===== src/rtl/wdog_pkg.sv =====
package wdog_pkg;
  localparam logic [2:0] ADDR_STAT1  = 3'd0;
  localparam logic [2:0] ADDR_STAT2  = 3'd1;
  localparam logic [2:0] ADDR_CTRL   = 3'd2;
  localparam logic [2:0] ADDR_RELOAD = 3'd3;
  localparam logic [2:0] ADDR_TVAL   = 3'd4;
  localparam logic [2:0] ADDR_CFG    = 3'd5;
  localparam logic [2:0] ADDR_COUNT  = 3'd6;
  localparam logic [2:0] ADDR_STAGE  = 3'd7;

  // Bound a requested period to the legal window.
  function automatic int unsigned clamp_tval(input int unsigned raw,
                                             input int unsigned lo,
                                             input int unsigned hi);
    if (raw < lo) return lo;
    if (raw > hi) return hi;
    return raw;
  endfunction

  // A reload write counts only if one of its key bits is set.
  function automatic logic reload_key(input logic [4:0] low);
    return |low;
  endfunction
endpackage


===== src/rtl/wdog_regs.sv =====
module wdog_regs
  import wdog_pkg::*;
#(
  parameter int unsigned DW       = 16,
  parameter int unsigned TW       = 10,
  parameter int unsigned TMIN     = 2,
  parameter int unsigned TRST     = 4,
  parameter int unsigned HALT_BIT = 11,
  parameter int unsigned KEEP_BIT = 9
) (
  input  logic          clk,
  input  logic          por_n,
  input  logic          rst_n,
  input  logic          bus_wr,
  input  logic [2:0]    bus_addr,
  input  logic [DW-1:0] bus_wdata,
  input  logic          nr_lock,
  input  logic          exp1,
  input  logic          exp2,
  input  logic [TW-1:0] count,
  input  logic          stage,
  output logic [DW-1:0] bus_rdata,
  output logic          halt,
  output logic [TW-1:0] tval,
  output logic          reload_req,
  output logic          irq_en,
  output logic          nr_eff,
  output logic          t1_flag,
  output logic          t2_flag,
  output logic          boot_flag
);
  localparam int unsigned TMAX = (1 << TW) - 1;

  logic keep_bit;
  logic nrb_q;
  logic wr_stat1, wr_stat2, wr_ctrl, wr_reload, wr_tval, wr_cfg;

  assign wr_stat1  = bus_wr && (bus_addr == ADDR_STAT1);
  assign wr_stat2  = bus_wr && (bus_addr == ADDR_STAT2);
  assign wr_ctrl   = bus_wr && (bus_addr == ADDR_CTRL);
  assign wr_reload = bus_wr && (bus_addr == ADDR_RELOAD);
  assign wr_tval   = bus_wr && (bus_addr == ADDR_TVAL);
  assign wr_cfg    = bus_wr && (bus_addr == ADDR_CFG);

  assign reload_req = wr_reload && reload_key(bus_wdata[4:0]);
  assign nr_eff     = nrb_q | nr_lock;

  // First-stage flag: system reset domain, hardware set beats clear.
  always_ff @(posedge clk or negedge rst_n) begin
    if (!rst_n)                        t1_flag <= 1'b0;
    else if (exp1)                     t1_flag <= 1'b1;
    else if (wr_stat1 && bus_wdata[0]) t1_flag <= 1'b0;
  end

  // Sticky second-stage flags: power-on domain only.
  always_ff @(posedge clk or negedge por_n) begin
    if (!por_n) begin
      t2_flag   <= 1'b0;
      boot_flag <= 1'b0;
    end else begin
      if (exp2)                          t2_flag <= 1'b1;
      else if (wr_stat2 && bus_wdata[0]) t2_flag <= 1'b0;
      if (exp2 && t2_flag)               boot_flag <= 1'b1;
      else if (wr_stat2 && bus_wdata[1]) boot_flag <= 1'b0;
    end
  end

  always_ff @(posedge clk or negedge rst_n) begin
    if (!rst_n) begin
      halt     <= 1'b1;
      keep_bit <= 1'b0;
      irq_en   <= 1'b0;
      nrb_q    <= 1'b1;
      tval     <= TW'(TRST);
    end else begin
      if (wr_ctrl) begin
        halt     <= bus_wdata[HALT_BIT];
        keep_bit <= bus_wdata[KEEP_BIT];
      end
      if (wr_cfg) begin
        irq_en <= bus_wdata[0];
        nrb_q  <= bus_wdata[1];
      end
      if (wr_tval)
        tval <= TW'(clamp_tval(32'(bus_wdata), TMIN, TMAX));
    end
  end

  always_comb begin
    bus_rdata = '0;
    case (bus_addr)
      ADDR_STAT1: bus_rdata[0] = t1_flag;
      ADDR_STAT2: begin
        bus_rdata[0] = t2_flag;
        bus_rdata[1] = boot_flag;
      end
      ADDR_CTRL: begin
        bus_rdata[HALT_BIT] = halt;
        bus_rdata[KEEP_BIT] = keep_bit;
      end
      ADDR_TVAL:  bus_rdata[TW-1:0] = tval;
      ADDR_CFG: begin
        bus_rdata[0] = irq_en;
        bus_rdata[1] = nr_eff;
      end
      ADDR_COUNT: bus_rdata[TW-1:0] = count;
      ADDR_STAGE: bus_rdata[0] = stage;
      default:    bus_rdata = '0;
    endcase
  end
endmodule


===== src/rtl/wdog_count.sv =====
module wdog_count #(
  parameter int unsigned TW   = 10,
  parameter int unsigned TRST = 4
) (
  input  logic          clk,
  input  logic          rst_n,
  input  logic          tick,
  input  logic          halt,
  input  logic [TW-1:0] tval,
  input  logic          reload_req,
  input  logic          nr_eff,
  output logic [TW-1:0] count,
  output logic          stage,
  output logic          exp1,
  output logic          exp2,
  output logic          rst_req
);
  logic step;
  logic hit;

  assign step = tick && !halt;
  assign hit  = step && (count == TW'(1));
  // A host reload in the same cycle takes precedence over expiry.
  assign exp1 = hit && !stage && !reload_req;
  assign exp2 = hit &&  stage && !reload_req;

  always_ff @(posedge clk or negedge rst_n) begin
    if (!rst_n) begin
      count   <= TW'(TRST);
      stage   <= 1'b0;
      rst_req <= 1'b0;
    end else begin
      rst_req <= exp2 && !nr_eff;
      if (reload_req) begin
        count <= tval;
        stage <= 1'b0;
      end else if (hit) begin
        count <= tval;
        stage <= !stage;
      end else if (step) begin
        count <= count - TW'(1);
      end
    end
  end
endmodule


===== src/rtl/wdog_twostage.sv =====
module wdog_twostage #(
  parameter int unsigned DW       = 16,
  parameter int unsigned TW       = 10,
  parameter int unsigned TMIN     = 2,
  parameter int unsigned TRST     = 4,
  parameter int unsigned HALT_BIT = 11,
  parameter int unsigned KEEP_BIT = 9
) (
  input  logic          clk,
  input  logic          por_n,
  input  logic          rst_n,
  input  logic          tick,
  input  logic          bus_wr,
  input  logic [2:0]    bus_addr,
  input  logic [DW-1:0] bus_wdata,
  output logic [DW-1:0] bus_rdata,
  input  logic          nr_lock,
  output logic          irq,
  output logic          rst_req
);
  logic          halt;
  logic [TW-1:0] tval;
  logic [TW-1:0] count;
  logic          stage;
  logic          reload_req;
  logic          irq_en;
  logic          nr_eff;
  logic          exp1;
  logic          exp2;
  logic          t1_flag;
  logic          t2_flag;
  logic          boot_flag;

  wdog_regs #(
    .DW(DW), .TW(TW), .TMIN(TMIN), .TRST(TRST),
    .HALT_BIT(HALT_BIT), .KEEP_BIT(KEEP_BIT)
  ) u_regs (
    .clk(clk), .por_n(por_n), .rst_n(rst_n),
    .bus_wr(bus_wr), .bus_addr(bus_addr), .bus_wdata(bus_wdata),
    .nr_lock(nr_lock), .exp1(exp1), .exp2(exp2),
    .count(count), .stage(stage),
    .bus_rdata(bus_rdata), .halt(halt), .tval(tval),
    .reload_req(reload_req), .irq_en(irq_en), .nr_eff(nr_eff),
    .t1_flag(t1_flag), .t2_flag(t2_flag), .boot_flag(boot_flag)
  );

  wdog_count #(.TW(TW), .TRST(TRST)) u_count (
    .clk(clk), .rst_n(rst_n), .tick(tick), .halt(halt), .tval(tval),
    .reload_req(reload_req), .nr_eff(nr_eff),
    .count(count), .stage(stage), .exp1(exp1), .exp2(exp2),
    .rst_req(rst_req)
  );

  assign irq = t1_flag && irq_en;
endmodule


===== config.mk =====
export PLATFORM = sky130hd
export DESIGN_NAME = wdog_twostage
export DESIGN_NICKNAME = d
export VERILOG_FILES = /design/src/rtl/wdog_pkg.sv /design/src/rtl/wdog_regs.sv /design/src/rtl/wdog_count.sv /design/src/rtl/wdog_twostage.sv
export SDC_FILE = /design/constraint.sdc
export NUM_CORES = 1
export LEC_CHECK = 0
export BUFFER_PORTS_ARGS = -buffer_cell sky130_fd_sc_hd__buf_2
export CAP_MARGIN = 20
export CORE_ASPECT_RATIO = 0.9
export CORE_MARGIN = 2
export CORE_UTILIZATION = 57
export CTS_CLUSTER_DIAMETER = 60
export DETAILED_ROUTE_END_ITERATION = 8
export PLACE_DENSITY = 0.86
export SYNTH_ARGS = -nofsm -noshare
export SYNTH_HDL_FRONTEND = slang
export SYNTH_SLANG_ARGS = --single-unit

===== constraint.sdc =====
create_clock -name clk -period 5.25 [get_ports clk]
set_input_delay 1.575 -clock clk [delete_from_list [all_inputs] [get_ports clk]]
set_output_delay 1.575 -clock clk [all_outputs]
set_load 0.02 [all_outputs]

After elaboration in Yosys (flattened, before gate mapping)
Cells that the tools add are included.
- flip-flop bits (word level): 29
- output and inout bits: 18
- mux-type cells: 25
- reductions and logical operators: 30
- add/subtract/negate cells: 1
- equal/unequal tests: 8
- $lt $le $gt $ge: 2
- bitwise gates (word level): 1
- operator list (kind ; number):
    $mux 10 ; 6
    $logic_and 1x1->1 ; 19
    $gt 16x10->1 const B ; 1
    $lt 16x2->1 const B ; 1
    $mux 1 ; 14
    $pmux 7 s2 ; 1
    $eq 3x3->1 const B ; 4
    $eq 10x1->1 const B ; 1
    $sub 10x1->10 const B ; 1
    $reduce_bool 2->1 ; 4
    $eq 3x2->1 const B ; 2
    $pmux 1 s6 ; 1
    $reduce_or 5->1 ; 1
    $logic_not 1->1 ; 4
    $pmux 1 s4 ; 1
    $eq 3x1->1 const B ; 1
    $logic_not 3->1 ; 1
    $pmux 1 s3 ; 1
    $reduce_bool 3->1 ; 1
    $mux 2 ; 1
    $or 1x1->1 ; 1

Logic depth before layout (Yosys ltp)
Gate-level depths: netlist of the first run.
- depth in word-level cells: 7
- mapped depth: 7
- depth with buffers taken out: 6

By module
From an unflattened synthesis of the first run, not the netlist that was laid out.
- cells, all modules: 198
- area total of the unflattened synthesis: 1841.8 µm²
- by module, submodules not included (module ; times used ; area each (µm²) ; cells each):
    wdog_regs ; 1 ; 1052.3 ; 114
    wdog_count ; 1 ; 783.3 ; 83
    wdog_twostage ; 1 ; 6.3 ; 1

Worst setup path before layout of the first run
No wires, ideal clock.
- kind: input-to-output
- start: input bus_addr[1]
- end: output bus_rdata[9]
- data required time: 3.675 ns
- path buffers: 2
- slack: 1.010 ns
- arrival: 2.665 ns
- stages: 4
- cell sequence: clkbuf_1 > buf_1 > a31oi_1 > nor2_1
- word-level cells in the longest chain between the ends: 2
- elaborated cells between the ends (all ways): 4
- classes of those cells: eq/ne (3); mux (1)
- RTL lines (item ; line ; text):
    from (decl) ; wdog_twostage.sv:14 ; input logic [2:0] bus_addr,
    $eq 3x3->1 or $eq 3x2->1 (tied branches) ; wdog_regs.sv:91 ; case (bus_addr)
    $pmux 1 s3 (*) ; wdog_regs.sv:91 ;
    to (decl) ; wdog_twostage.sv:16 ; output logic [DW-1:0] bus_rdata,
Mark *: on every way between the ends. The rest lies on a longest branch, timed or not.

Worst setup path in the final report of the first run
- start: input bus_addr[1]
- end: output bus_rdata[0]
- word-level cells in the longest chain between the ends: 2
- elaborated cells between the ends (all ways): 7
- classes of those cells: eq/ne (5); mux (1); reduce/logical (1)
- RTL lines (item ; line):
    $eq 3x3->1 (tied with other cells) ; wdog_regs.sv:91
    $pmux 1 s6 (*) ; wdog_regs.sv:91
Marked as above.

==> reports/metrics.json, run 1 <==
{
  "crit_path_max_fanout": 18,
  "setup_viol": 0,
  "seqCellArea_um2": 731,
  "cp.required_ns": 3.68,
  "dp.cells": 269,
  "die_area_um2": 3630,
  "postLayoutCoreUtil_pct": 67.0,
  "grt-ovfl-total": 0,
  "cts.sinks": 29,
  "synth-edff-count": 0,
  "final.min_clock_period_ns": 4.34,
  "core.rowCount": 19,
  "timing.max_cap.violations": 0,
  "maxClockFrequency_ghz": 0.230,
  "die_w_um": 63.3,
  "grt_setup_unrepaired": "false",
  "clk_root_buffer_cell": "sky130_fd_sc_hd__clkbuf_4",
  "area_taken_by_multi_input_logic_gates_um2": 997,
  "tritoncts.num_buffers": 5,
  "die_height_um": 57.4,
  "worst_setup_hold_path_clk_slew_ns": 0.08,
  "number_of_input_and_output_port_buffers_inserted": 37,
  "route.final.wire_length_um": 4190,
  "final-max-slew-violation-count": 0,
  "worstHoldPathType": "reg -> reg",
  "htreeDepth": 2,
  "route.vias.total": 1595,
  "power.leakage_uw": 0.000945,
  "synthArstFlopShare_pct": 100,
  "grt_antenna_before_repair": 0,
  "run_status": "finished clean",
  "routabilityCongestion": 0.892,
  "ctsHoldBuffers": 0,
  "worst_setup_path_start_kind": "input port",
  "wire_per_inst_um": 15.2,
  "relSlewSlack_pct": 53.4,
  "clock_tree_from_tritoncts": "yes",
  "number_of_library_cell_types_mapped_by_synthesis": 50,
  "area_growth_syn_to_layout_pct": 13.1,
  "yosys_register_bits": 29,
  "drt_first_pass_iters": 4,
  "wire_length_of_the_first_global_routing_pass_um": 7030,
  "synth_ff_type": "sky130_fd_sc_hd__dfrtp_1",
  "final_cells": 276,
  "fin_nets": 261,
  "tns_ns": 0,
  "grt_pass1_vias": 1433,
  "fin_skew_ns": 0.00611,
  "worst_ep_arrival_time_ns": 2.77,
  "io-pin-count": 43,
  "max_slew.worst_pin.slew_ns": 0.697,
  "setup.worst_path.class": "in -> out",
  "power_density_of_the_placed_cells_nw_per_um2": 360,
  "peak_supply_drop_v": 0.000247,
  "postRouteAntennaNets": 0,
  "post_route_cells_drive_above_1_share_pct": 26.5,
  "clock_insertion_delay_worst_skew_ns": 0.34,
  "detail_route.vias_per_cell": 5.78,
  "number_of_drc_markers_in_iteration_0": 81,
  "initial_core_util_pct": 59.3,
  "gr-usage-all-layers_pct": 25.8,
  "final_hold_viol_count": 0,
  "post_cts_resized": 0,
  "number_of_inserted_filler_cells_in_the_final_layout": 279,
  "post_synth.cell_area_avg_um2": 9.11,
  "synth-warning-count": 0,
  "postCtsSetupRepairBufs": 0,
  "cts-root-to-sink-buffers": 2,
  "netlist_area_um2": 1800,
  "core-area_um2": 3040,
  "cp-end-kind": "primary output",
  "dp.final_hpwl_um": 3130,
  "antennaDiodeCount": 0,
  "crit_share_post_route_pct": 82.7,
  "grt_max_degree": 28,
  "detail_route.drc_violations": 0,
  "ys_seq_area_share_pct": 40.5,
  "synthesis.instances": 198
}
synthesized netlist by cell type (all sizes together), types with 3 or more instances:
cell type	n	area, um^2
o21ai	20	104
a2bb2oi	4	47.6
nor3	3	15.0
nand3	6	30.0
clkbuf	5	18.8
nor2	28	110
dfrtp	25	626
mux2	5	56.3
mux2i	10	100
inv	5	18.8
xnor2	3	26.3
nand2b	3	18.8
a21oi	7	38.8
nor2b	5	31.3
nor4	4	25.0
dfstp	4	105
buf	7	52.6
nand2	18	67.6
and3	3	18.8
through the flow:
step	setup slack, ns	instance area, um^2	total power, uW	hold WS, ns
floorplan	1.01	1820	522	0.462
global placement	0.985	1980	585	0.484
detailed placement	0.951	1980	593	0.489
CTS	0.944	2040	733	0.501
global route	0.809	2040	781	0.534
finish	0.909	2040	734	0.505
worst max-delay path: stages:
cell                      delay (ns)
sky130_fd_sc_hd__buf_2          0.35
sky130_fd_sc_hd__mux2_2         0.38
sky130_fd_sc_hd__a22oi_1        0.16
sky130_fd_sc_hd__o22ai_1        0.11
sky130_fd_sc_hd__buf_2          0.18
flip-flops by register name, summed over array words and instances, names as in the netlist:
register,count
u_regs.irq_en,1
u_regs.t2_flag,1
u_regs.boot_flag,1
u_regs.halt,1
u_regs.keep_bit,1
u_regs.t1_flag,1
u_regs.nrb_q,1
u_count.stage,1
u_count.count,10
u_count.rst_req,1
u_regs.tval,10
where the power goes:
part           internal [uW]  switching (uW)  total (uW)  leakage [uW]
clock                   63.0            76.4         139     0.0000314
sequential               289            78.6         367      0.000345
combinational            106             121         227      0.000568
final timing paths:
check | slack [ns] | from | end | cells past startpoint
min | 0.50 | u_regs.tval[2] | u_regs.tval[2] | 2
max reg2reg | 2.76 | u_count.count[1] | u_regs.boot_flag | 6
max | 0.91 | bus_addr[1] | bus_rdata[0] | 5
min reg2reg | 0.50 | u_regs.tval[2] | u_regs.tval[2] | 2
max in group asynchronous | 3.64 | rst_n | u_regs.tval[5] | 1
min in group asynchronous | 1.01 | por_n | u_regs.boot_flag | 1
layout make-up:
class                           count  share of cell area, %
Clock buffer                        7                   2.70
Inverter                            5                  0.920
Multi-Input combinational cell    156                   48.9
Sequential cell                    29                   35.8
Tap cell                           42                   2.58
Timing Repair Buffer               37                   9.08
per-layer routing:
| metal | global-route usage [%] | vias up | wire length, um |
|---|---|---|---|
| li1 | - | 770 | - |
| met1 | 36.0 | 757 | 1890 |
| met2 | 38.6 | 57 | 1960 |
| met3 | 7.50 | 11 | 260 |
| met4 | 9.94 | 0 | 86 |
| met5 | 0 | - | 0 |
layout by cell type (no fill, tap or decap), types with 6 or more instances in the layout:
cell type / instances
sky130_fd_sc_hd__nand3_1: 6
sky130_fd_sc_hd__a21oi_1: 6
sky130_fd_sc_hd__o21ai_0: 19
sky130_fd_sc_hd__buf_2: 37
sky130_fd_sc_hd__nand2_1: 18
sky130_fd_sc_hd__mux2i_1: 10
sky130_fd_sc_hd__nor2_1: 26
sky130_fd_sc_hd__dfrtp_1: 25
logic make-up after synthesis:
kind of cell | Yosys count | share of synthesized area (%)
muxes | 15 | 8.67
and+or+nand+nor | 83 | 24.1
AOI/OAI and AO/OA | 46 | 17.6
adders and majority gates | 2 | 1.39
other | 1 | 0.208
buffers and inverters | 17 | 5.00
DFF | 29 | 40.5
xor gates and xnor gates | 5 | 2.43
(Power assumes the default switching activity.)
==> inputs of run 2 (changes only) <==
- CORE_UTILIZATION: 57 -> 53
- PLACE_DENSITY: 0.86 -> 0.81
- clock period: 5.25 -> 4.1 ns (I/O delays scaled with it)
==> reports/metrics.json, run 2 (synthesized netlist as in run 1, its figures left out) <==
{
  "internal_power": {"value": 639, "unit": "uW", "change": "was 458 uW"},
  "total_power": {"value": 999, "unit": "uW", "change": "was 734 uW"},
  "final_hold_viol_count": {"value": 0, "change": "unchanged"},
  "drt_first_pass_iters": {"value": 4, "change": "unchanged"},
  "crit_path_frequent_cell": {"value": "sky130_fd_sc_hd__buf_2", "change": "unchanged"},
  "place_area": {"value": 1990, "unit": "um^2", "change": "was 1980 um^2"},
  "postCtsSetupRepairBufs": {"value": 0, "change": "unchanged"},
  "area_taken_by_multi_input_logic_gates": {"value": 997, "unit": "um^2", "change": "unchanged"},
  "fin_skew": {"value": 0.00762, "unit": "ns", "change": "was 0.00611 ns"},
  "cp_cell_sequence": {"value": "buf_2, mux2_2, a22oi_1, o22ai_1, buf_2", "change": "unchanged"},
  "cp-end-kind": {"value": "primary output", "change": "unchanged"},
  "critical_path.slowest_cell": {"value": "sky130_fd_sc_hd__mux2_2", "change": "unchanged"},
  "number_of_inserted_filler_cells_in_the_final_layout": {"value": 290, "change": "was 279"},
  "core-area": {"value": 3330, "unit": "um^2", "change": "was 3040 um^2"},
  "cp.required": {"value": 2.87, "unit": "ns", "change": "was 3.68 ns"},
  "grt_antenna_before_repair": {"value": 0, "change": "unchanged"},
  "seqCellArea": {"value": 731, "unit": "um^2", "change": "unchanged"},
  "power.share.sequential": {"value": 47.5, "unit": "%", "change": "was 50.0%"},
  "peak_supply_drop": {"value": 0.000269, "unit": "V", "change": "was 0.000247 V"},
  "switching_share": {"value": 36.1, "unit": "%", "change": "was 37.6%"},
  "ctsHoldBuffers": {"value": 0, "change": "unchanged"},
  "die_area": {"value": 3880, "unit": "um^2", "change": "was 3630 um^2"},
  "post_cts_resized": {"value": 0, "change": "unchanged"},
  "critical_path.n_buffers_inverters": {"value": 2, "change": "unchanged"},
  "postLayoutSetupSlackWorst": {"value": 0.485, "unit": "ns", "change": "was 0.909 ns"},
  "worstSetupStartpoint": {"value": "bus_addr[1]", "change": "unchanged"},
  "hold_start": {"value": "u_regs.tval[2]", "change": "unchanged"},
  "grt_pass1_vias": {"value": 1478, "change": "was 1,433"},
  "number_of_input_and_output_port_buffers_inserted": {"value": 37, "change": "unchanged"},
  "die_w": {"value": 65.5, "unit": "um", "change": "was 63.3 um"},
  "gr-usage-all-layers": {"value": 23.7, "unit": "%", "change": "was 25.8%"},
  "netSwitchingPower": {"value": 361, "unit": "uW", "change": "was 276 uW"},
  "cts.sinks": {"value": 29, "change": "unchanged"},
  "cts-root-to-sink-buffers": {"value": 2, "change": "unchanged"},
  "crit-reg2reg-launch": {"value": "u_count.count[1]", "change": "unchanged"},
  "wire_length_of_the_first_global_routing_pass": {"value": 6890, "unit": "um", "change": "was 7030 um"},
  "grt-ovfl-total": {"value": 0, "change": "unchanged"},
  "worst_setup_hold_path_clk_slew": {"value": 0.06, "unit": "ns", "change": "was 0.08 ns"},
  "max_slew.worst_pin.slew": {"value": 0.733, "unit": "ns", "change": "was 0.697 ns"},
  "power.share.combinational": {"value": 28.7, "unit": "%", "change": "was 30.9%"},
  "grt_setup_unrepaired": {"value": "false", "change": "unchanged"},
  "routabilityCongestion": {"value": 0.934, "change": "was 0.892"},
  "hold_ws": {"value": 0.509, "unit": "ns", "change": "was 0.505 ns"},
  "power_density_of_the_placed_cells": {"value": 482, "unit": "nW/um^2", "change": "was 360 nW/um^2"},
  "number_of_drc_markers_in_iteration_0": {"value": 69, "change": "was 81"},
  "dp.final_hpwl": {"value": 3080, "unit": "um", "change": "was 3130 um"},
  "critical-path-max-stage-delay": {"value": 0.38, "unit": "ns", "change": "about the same"},
  "largest_regs": {"value": "u_count.count x10, u_regs.tval x10", "change": "unchanged"},
  "worst_setup_path_start_kind": {"value": "input port", "change": "unchanged"},
  "timing.max_cap.violations": {"value": 0, "change": "unchanged"},
  "crit_path_max_fanout": {"value": 18, "change": "unchanged"},
  "io-pin-count": {"value": 43, "change": "unchanged"},
  "final.min_clock_period_ns": 3.62,
  "postLayoutCellArea": {"value": 2070, "unit": "um^2", "change": "was 2040 um^2"},
  "post_route_cells_drive_above_1_share": {"value": 26.5, "unit": "%", "change": "unchanged"},
  "worst_ep_arrival_time": {"value": 2.39, "unit": "ns", "change": "was 2.77 ns"},
  "fin_nets": {"value": 261, "change": "unchanged"},
  "grt_use_met2": {"value": 35.4, "unit": "%", "change": "was 38.6%"},
  "route.vias.total": {"value": 1582, "change": "was 1,595"},
  "leading_cell_type_in_the_layout_fill_and_taps_excluded": {"value": "sky130_fd_sc_hd__buf_2", "change": "unchanged"},
  "maxClockFrequency_ghz": 0.277,
  "antennaDiodeCount": {"value": 0, "change": "unchanged"},
  "power_frac_clock": {"value": 23.8, "unit": "%", "change": "was 19.0%"},
  "grt_max_degree": {"value": 28, "change": "unchanged"},
  "core.rowCount": {"value": 20, "change": "was 19"},
  "area_growth_syn_to_layout": {"value": 15.0, "unit": "%", "change": "was 13.1%"},
  "grt_util_met1": {"value": 33.9, "unit": "%", "change": "was 36.0%"},
  "dp_worst_setup_slack": {"value": 0.511, "unit": "ns", "change": "was 0.951 ns"},
  "critical_path.top_delay_family": {"value": "buffers and inverters", "change": "unchanged"},
  "die_height": {"value": 59.3, "unit": "um", "change": "was 57.4 um"},
  "postRouteAntennaNets": {"value": 0, "change": "unchanged"},
  "grt-busiest-layer": {"value": "met2", "change": "unchanged"},
  "worstHoldPathType": {"value": "reg -> reg", "change": "unchanged"},
  "tritoncts.num_buffers": {"value": 5, "change": "unchanged"},
  "wire_per_inst": {"value": 15.0, "unit": "um", "change": "was 15.2 um"},
  "clk_root_buffer_cell": {"value": "sky130_fd_sc_hd__clkbuf_8", "change": "was sky130_fd_sc_hd__clkbuf_4"},
  "final-max-slew-violation-count": {"value": 0, "change": "unchanged"},
  "run_status": {"value": "finished clean", "change": "unchanged"},
  "groute.layer.met3.usage": {"value": 5.32, "unit": "%", "change": "was 7.50%"},
  "tns": {"value": 0, "unit": "ns", "change": "unchanged"},
  "initial_core_util": {"value": 54.2, "unit": "%", "change": "was 59.3%"},
  "setup_viol": {"value": 0, "change": "unchanged"},
  "clock_insertion_delay_worst_skew": {"value": 0.29, "unit": "ns", "change": "was 0.34 ns"},
  "detail_route.drc_violations": {"value": 0, "change": "unchanged"},
  "clock_tree_from_tritoncts": {"value": "yes", "change": "unchanged"},
  "relSlewSlack": {"value": 50.9, "unit": "%", "change": "was 53.4%"},
  "power.leakage": {"value": 0.000958, "unit": "uW", "change": "was 0.000945 uW"},
  "setup.worst_path.class": {"value": "in -> out", "change": "unchanged"},
  "htreeDepth": {"value": 2, "change": "unchanged"},
  "route.final.wire_length": {"value": 4180, "unit": "um", "change": "was 4190 um"},
  "crit_share_post_route_pct": 88.2,
  "detail_route.vias_per_cell": {"value": 5.69, "change": "was 5.78"},
  "mostFrequentLayoutCells": {"value": "sky130_fd_sc_hd__buf_2, sky130_fd_sc_hd__nor2_1, sky130_fd_sc_hd__dfrtp_1", "change": "unchanged"}
}
## run 2: path summary, 6_finish.rpt
| kind | endpoint | slack [ns] | cells past startpoint |
|---|---|---|---|
| max in group asynchronous | u_regs.tval[1] | 2.77 | 1 |
| min reg2reg | u_regs.tval[2] | 0.51 | 2 |
| min in group asynchronous | u_regs.t2_flag | 0.73 | 1 |
| max reg2reg | u_count.count[5] | 1.61 | 6 |
| min | u_regs.tval[2] | 0.51 | 2 |
| max | bus_rdata[0] | 0.48 | 5 |
## run 2: power groups by stage
stage          registers, uW  clock network [uW]  logic, uW
6_report                 475                 238        286
5_1_grt                  487                 249        324
4_1_cts                  472                 241        287
3_5_place_dp             475                   0        285
3_3_place_gp             471                   0        279
2_1_floorplan            441                   0        227
## run 2: area by class of cell
class	count	area share (%)
multi-input combinational	156	48.1
inverter	5	0.905
tap	44	2.66
clock buffer	7	4.16
sequential	29	35.2
timing repair buffer	37	8.93
## run 2: routing by layer
metal  vias up  routed length (um)
met5         -                   0
met4         0                  91
met3        12                 276
met2        62                1890
met1       741                1920
li1        767                   -
## run 2: worst register-to-register path, stage by stage, from the launching register on
cell and delay [ns]:
sky130_fd_sc_hd__dfrtp_1 0.44, sky130_fd_sc_hd__inv_1 0.12, sky130_fd_sc_hd__ha_1 0.19, sky130_fd_sc_hd__or4b_4 0.49, sky130_fd_sc_hd__nor4b_4 0.69, sky130_fd_sc_hd__or2_2 0.31, sky130_fd_sc_hd__o21ai_0 0.12
## run 2: metrics by stage
stage	utilization, %	instances
after CTS	62.3	278
after detailed placement	59.7	271
after global routing	62.3	278
after global placement	59.7	271
after floorplan	-	202
final	62.3	278
==> inputs of run 3 (changes only) <==
- ABC_AREA: default -> 1
- CORE_UTILIZATION: 53 -> 54
==> reports/metrics.json, run 3 <==
{
  "core-area": {"value": 3450, "unit": "um^2", "change": "was 3330 um^2"},
  "postCtsSetupRepairBufs": {"value": 0, "change": "unchanged"},
  "mostFrequentLayoutCells": {"value": "sky130_fd_sc_hd__nand2_1, sky130_fd_sc_hd__buf_2, sky130_fd_sc_hd__inv_1", "change": "was sky130_fd_sc_hd__buf_2, sky130_fd_sc_hd__nor2_1, sky130_fd_sc_hd__dfrtp_1"},
  "synthArstFlopShare": {"value": 100, "unit": "%", "change": "unchanged"},
  "leading_cell_type_in_the_layout_fill_and_taps_excluded": {"value": "sky130_fd_sc_hd__nand2_1", "change": "was sky130_fd_sc_hd__buf_2"},
  "library_cell_with_the_highest_instance_count_after_synthesis": {"value": "sky130_fd_sc_hd__nand2_1", "change": "was sky130_fd_sc_hd__nor2_1"},
  "switching_share": {"value": 41.9, "unit": "%", "change": "was 36.1%"},
  "dp_worst_setup_slack": {"value": 0.549, "unit": "ns", "change": "was 0.511 ns"},
  "area_taken_by_multi_input_logic_gates": {"value": 1020, "unit": "um^2", "change": "was 997 um^2"},
  "cts.sinks": {"value": 29, "change": "unchanged"},
  "synth_ff_type": {"value": "sky130_fd_sc_hd__dfrtp_1", "change": "unchanged"},
  "routabilityCongestion": {"value": 0.938, "change": "was 0.934"},
  "postLayoutSetupSlackWorst": {"value": 0.553, "unit": "ns", "change": "was 0.485 ns"},
  "area_growth_syn_to_layout": {"value": 13.6, "unit": "%", "change": "was 15.0%"},
  "post_cts_resized": {"value": 0, "change": "unchanged"},
  "timing.max_cap.violations": {"value": 0, "change": "unchanged"},
  "run_status": {"value": "finished clean", "change": "unchanged"},
  "grt_max_degree": {"value": 28, "change": "unchanged"},
  "fin_skew": {"value": 0.00758, "unit": "ns", "change": "was 0.00762 ns"},
  "cp.required": {"value": 2.87, "unit": "ns", "change": "about the same"},
  "number_of_inserted_filler_cells_in_the_final_layout": {"value": 313, "change": "was 290"},
  "grt_antenna_before_repair": {"value": 0, "change": "unchanged"},
  "drt_first_pass_iters": {"value": 4, "change": "unchanged"},
  "dp.cells": {"value": 335, "change": "was 271"},
  "clock_insertion_delay_worst_skew": {"value": 0.29, "unit": "ns", "change": "about the same"},
  "power.share.sequential": {"value": 38.6, "unit": "%", "change": "was 47.5%"},
  "power_frac_clock": {"value": 22.3, "unit": "%", "change": "was 23.8%"},
  "number_of_input_and_output_port_buffers_inserted": {"value": 37, "change": "unchanged"},
  "die_area": {"value": 4170, "unit": "um^2", "change": "was 3880 um^2"},
  "final.min_clock_period": {"value": 3.55, "unit": "ns", "change": "was 3.62 ns"},
  "synth_top_area_cell": {"value": "sky130_fd_sc_hd__dfrtp_1", "change": "unchanged"},
  "highest_layer": {"value": "met4", "change": "unchanged"},
  "final-max-slew-violation-count": {"value": 0, "change": "unchanged"},
  "total_power": {"value": 1180, "unit": "uW", "change": "was 999 uW"},
  "clk_root_buffer_cell": {"value": "sky130_fd_sc_hd__clkbuf_8", "change": "unchanged"},
  "worst_setup_path_start_kind": {"value": "input port", "change": "unchanged"},
  "route.final.wire_length": {"value": 4440, "unit": "um", "change": "was 4180 um"},
  "route.vias.total": {"value": 1835, "change": "was 1,582"},
  "setup.worst_path.class": {"value": "in -> out", "change": "unchanged"},
  "ff2ff_setup_slack": {"value": 2.30, "unit": "ns", "change": "was 1.61 ns"},
  "number_of_drc_markers_in_iteration_0": {"value": 117, "change": "was 69"},
  "post_synth_most_frequent_cells": {"value": "sky130_fd_sc_hd__nand2_1, sky130_fd_sc_hd__inv_1, sky130_fd_sc_hd__dfrtp_1", "change": "was sky130_fd_sc_hd__nor2_1, sky130_fd_sc_hd__dfrtp_1, sky130_fd_sc_hd__o21ai_0"},
  "netSwitchingPower": {"value": 494, "unit": "uW", "change": "was 361 uW"},
  "synth_top_cell_area_share": {"value": 31.5, "unit": "%", "change": "was 34.7%"},
  "grt_pass1_vias": {"value": 1629, "change": "was 1,478"},
  "io-pin-count": {"value": 43, "change": "unchanged"},
  "cp-end-kind": {"value": "primary output", "change": "unchanged"},
  "tns": {"value": 0, "unit": "ns", "change": "unchanged"},
  "peak_supply_drop": {"value": 0.000245, "unit": "V", "change": "was 0.000269 V"},
  "grt-ovfl-total": {"value": 0, "change": "unchanged"},
  "crit_path_max_fanout": {"value": 10, "change": "was 18"},
  "initial_core_util": {"value": 57.4, "unit": "%", "change": "was 54.2%"},
  "setup_viol": {"value": 0, "change": "unchanged"},
  "core.rowCount": {"value": 20, "change": "unchanged"},
  "grt_setup_unrepaired": {"value": "false", "change": "unchanged"},
  "htreeDepth": {"value": 2, "change": "unchanged"},
  "antennaDiodeCount": {"value": 0, "change": "unchanged"},
  "worst_setup_hold_path_clk_slew": {"value": 0.06, "unit": "ns", "change": "about the same"},
  "power.share.combinational": {"value": 39.0, "unit": "%", "change": "was 28.7%"},
  "post_route_cells_drive_above_1_share": {"value": 30.1, "unit": "%", "change": "was 26.5%"},
  "dr_wl_met2": {"value": 1930, "unit": "um", "change": "was 1890 um"},
  "final_hold_viol_count": {"value": 0, "change": "unchanged"},
  "hold_start": {"value": "u_regs.keep_bit", "change": "was u_regs.tval[2]"},
  "wire_per_inst": {"value": 12.9, "unit": "um", "change": "was 15.0 um"},
  "gr-usage-all-layers": {"value": 24.4, "unit": "%", "change": "was 23.7%"},
  "largest_regs": {"value": "u_count.count x10, u_regs.tval x10", "change": "unchanged"},
  "postRouteAntennaNets": {"value": 0, "change": "unchanged"},
  "detail_route.vias_per_cell": {"value": 5.35, "change": "was 5.69"},
  "crit-reg2reg-launch": {"value": "u_count.count[0]", "change": "was u_count.count[1]"},
  "synthesis.instances": {"value": 259, "change": "was 198"},
  "crit_share_post_route": {"value": 86.5, "unit": "%", "change": "was 88.2%"},
  "power_density_of_the_placed_cells": {"value": 523, "unit": "nW/um^2", "change": "was 482 nW/um^2"},
  "ctsHoldBuffers": {"value": 0, "change": "unchanged"},
  "worst_hold_path_cell_count": {"value": 2, "change": "unchanged"},
  "route.met3.wl": {"value": 396, "unit": "um", "change": "was 276 um"},
  "tritoncts.num_buffers": {"value": 5, "change": "unchanged"},
  "wire_length_of_the_first_global_routing_pass": {"value": 7380, "unit": "um", "change": "was 6890 um"},
  "internal_power": {"value": 684, "unit": "uW", "change": "was 639 uW"},
  "relSlewSlack": {"value": 60.2, "unit": "%", "change": "was 50.9%"},
  "yosys_register_bits": {"value": 29, "change": "unchanged"},
  "seqCellArea": {"value": 731, "unit": "um^2", "change": "unchanged"},
  "cts-root-to-sink-buffers": {"value": 2, "change": "unchanged"},
  "synth-edff-count": {"value": 0, "change": "unchanged"},
  "synth-warning-count": {"value": 0, "change": "unchanged"},
  "wl_met1": {"value": 2080, "unit": "um", "change": "was 1920 um"},
  "die_w": {"value": 67.9, "unit": "um", "change": "was 65.5 um"},
  "die_height": {"value": 61.5, "unit": "um", "change": "was 59.3 um"},
  "post_synth.cell_area_avg": {"value": 7.66, "unit": "um^2", "change": "was 9.11 um^2"},
  "clock_tree_from_tritoncts": {"value": "yes", "change": "unchanged"},
  "worstHoldPathType": {"value": "reg -> reg", "change": "unchanged"},
  "ys_seq_area_share": {"value": 36.8, "unit": "%", "change": "was 40.5%"},
  "netlist_area": {"value": 1980, "unit": "um^2", "change": "was 1800 um^2"},
  "critical_path.reg2reg.endpoint": {"value": "u_count.count[8]", "change": "was u_count.count[5]"},
  "reg2regPathDepth": {"value": 8, "change": "was 6"},
  "worst_ep_arrival_time": {"value": 2.32, "unit": "ns", "change": "was 2.39 ns"},
  "hold_end": {"value": "u_regs.keep_bit", "change": "was u_regs.tval[2]"},
  "fin_nets": {"value": 325, "change": "was 261"},
  "number_of_library_cell_types_mapped_by_synthesis": {"value": 34, "change": "was 50"},
  "synthTopCellsByArea": {"value": "sky130_fd_sc_hd__dfrtp_1, sky130_fd_sc_hd__nand2_1, sky130_fd_sc_hd__inv_1", "change": "was sky130_fd_sc_hd__dfrtp_1, sky130_fd_sc_hd__dfstp_2, sky130_fd_sc_hd__mux2i_1"},
  "max_slew.worst_pin.slew": {"value": 0.598, "unit": "ns", "change": "was 0.733 ns"},
  "maxClockFrequency": {"value": 0.282, "unit": "GHz", "change": "was 0.277 GHz"},
  "final_cells": {"value": 343, "change": "was 278"},
  "dp.final_hpwl": {"value": 3400, "unit": "um", "change": "was 3080 um"},
  "power.leakage": {"value": 0.00117, "unit": "uW", "change": "was 0.000958 uW"},
  "detail_route.drc_violations": {"value": 0, "change": "unchanged"}
}
## run 3: how the worst max path moves through the flow
stage	startpoint	endpoint	slack (ns)
6_report	bus_addr[0]	bus_rdata[2]	0.55
5_1_grt	bus_addr[0]	bus_rdata[0]	0.41
4_1_cts	bus_addr[0]	bus_rdata[0]	0.54
3_5_place_dp	bus_addr[0]	bus_rdata[0]	0.55
3_3_place_gp	bus_addr[2]	bus_rdata[1]	0.58
2_1_floorplan	bus_addr[2]	bus_rdata[11]	0.76
## run 3: area by class of cell
type	count	share of cell area, %
Multi-Input combinational cell	184	45.4
Sequential cell	29	32.4
Timing Repair Buffer	37	8.22
Inverter	41	6.94
Clock buffer	7	4.28
Tap cell	44	2.44
Clock inverter	1	0.222
## run 3: layer usage
layer,global-route usage (%),vias to the layer above
met5,0,-
met4,7.71,0
met3,7.50,4
met2,37.3,84
met1,33.3,836
li1,-,911
## run 3: power by group through the flow
stage	registers, uW	clock network [uW]	logic [uW]
2_1_floorplan	431	0	365
3_3_place_gp	456	0	441
3_5_place_dp	457	0	451
4_1_cts	453	266	457
5_1_grt	465	281	525
6_report	455	263	460
## run 3: cells by family after synthesis
kind of cell             after synthesis  synth area share, %
adder cells (fa/ha/maj)                2                 1.26
flip-flops                            29                 36.8
AO/OA/AOI/OAI                         41                 12.2
buffers and inverters                 50                 12.3
multiplexers                           1                0.568
XOR/XNOR                               1                0.442
AND/OR/NAND/NOR                      134                 36.2
other                                  1                0.189
## run 3: critical path: stages
cell and delay [ns]:
sky130_fd_sc_hd__buf_2 0.14, sky130_fd_sc_hd__nor2_2 0.19, sky130_fd_sc_hd__nand2_1 0.24, sky130_fd_sc_hd__o21ai_0 0.30, sky130_fd_sc_hd__buf_2 0.21
## run 3: through the flow
step	util, %	hold WS (ns)	area (um^2)
6_report	65.2	0.496	2250
2_1_floorplan	-	0.453	2000
5_1_grt	65.2	0.535	2250
4_1_cts	65.2	0.494	2250
3_3_place_gp	62.3	0.467	2150
3_5_place_dp	62.3	0.479	2150
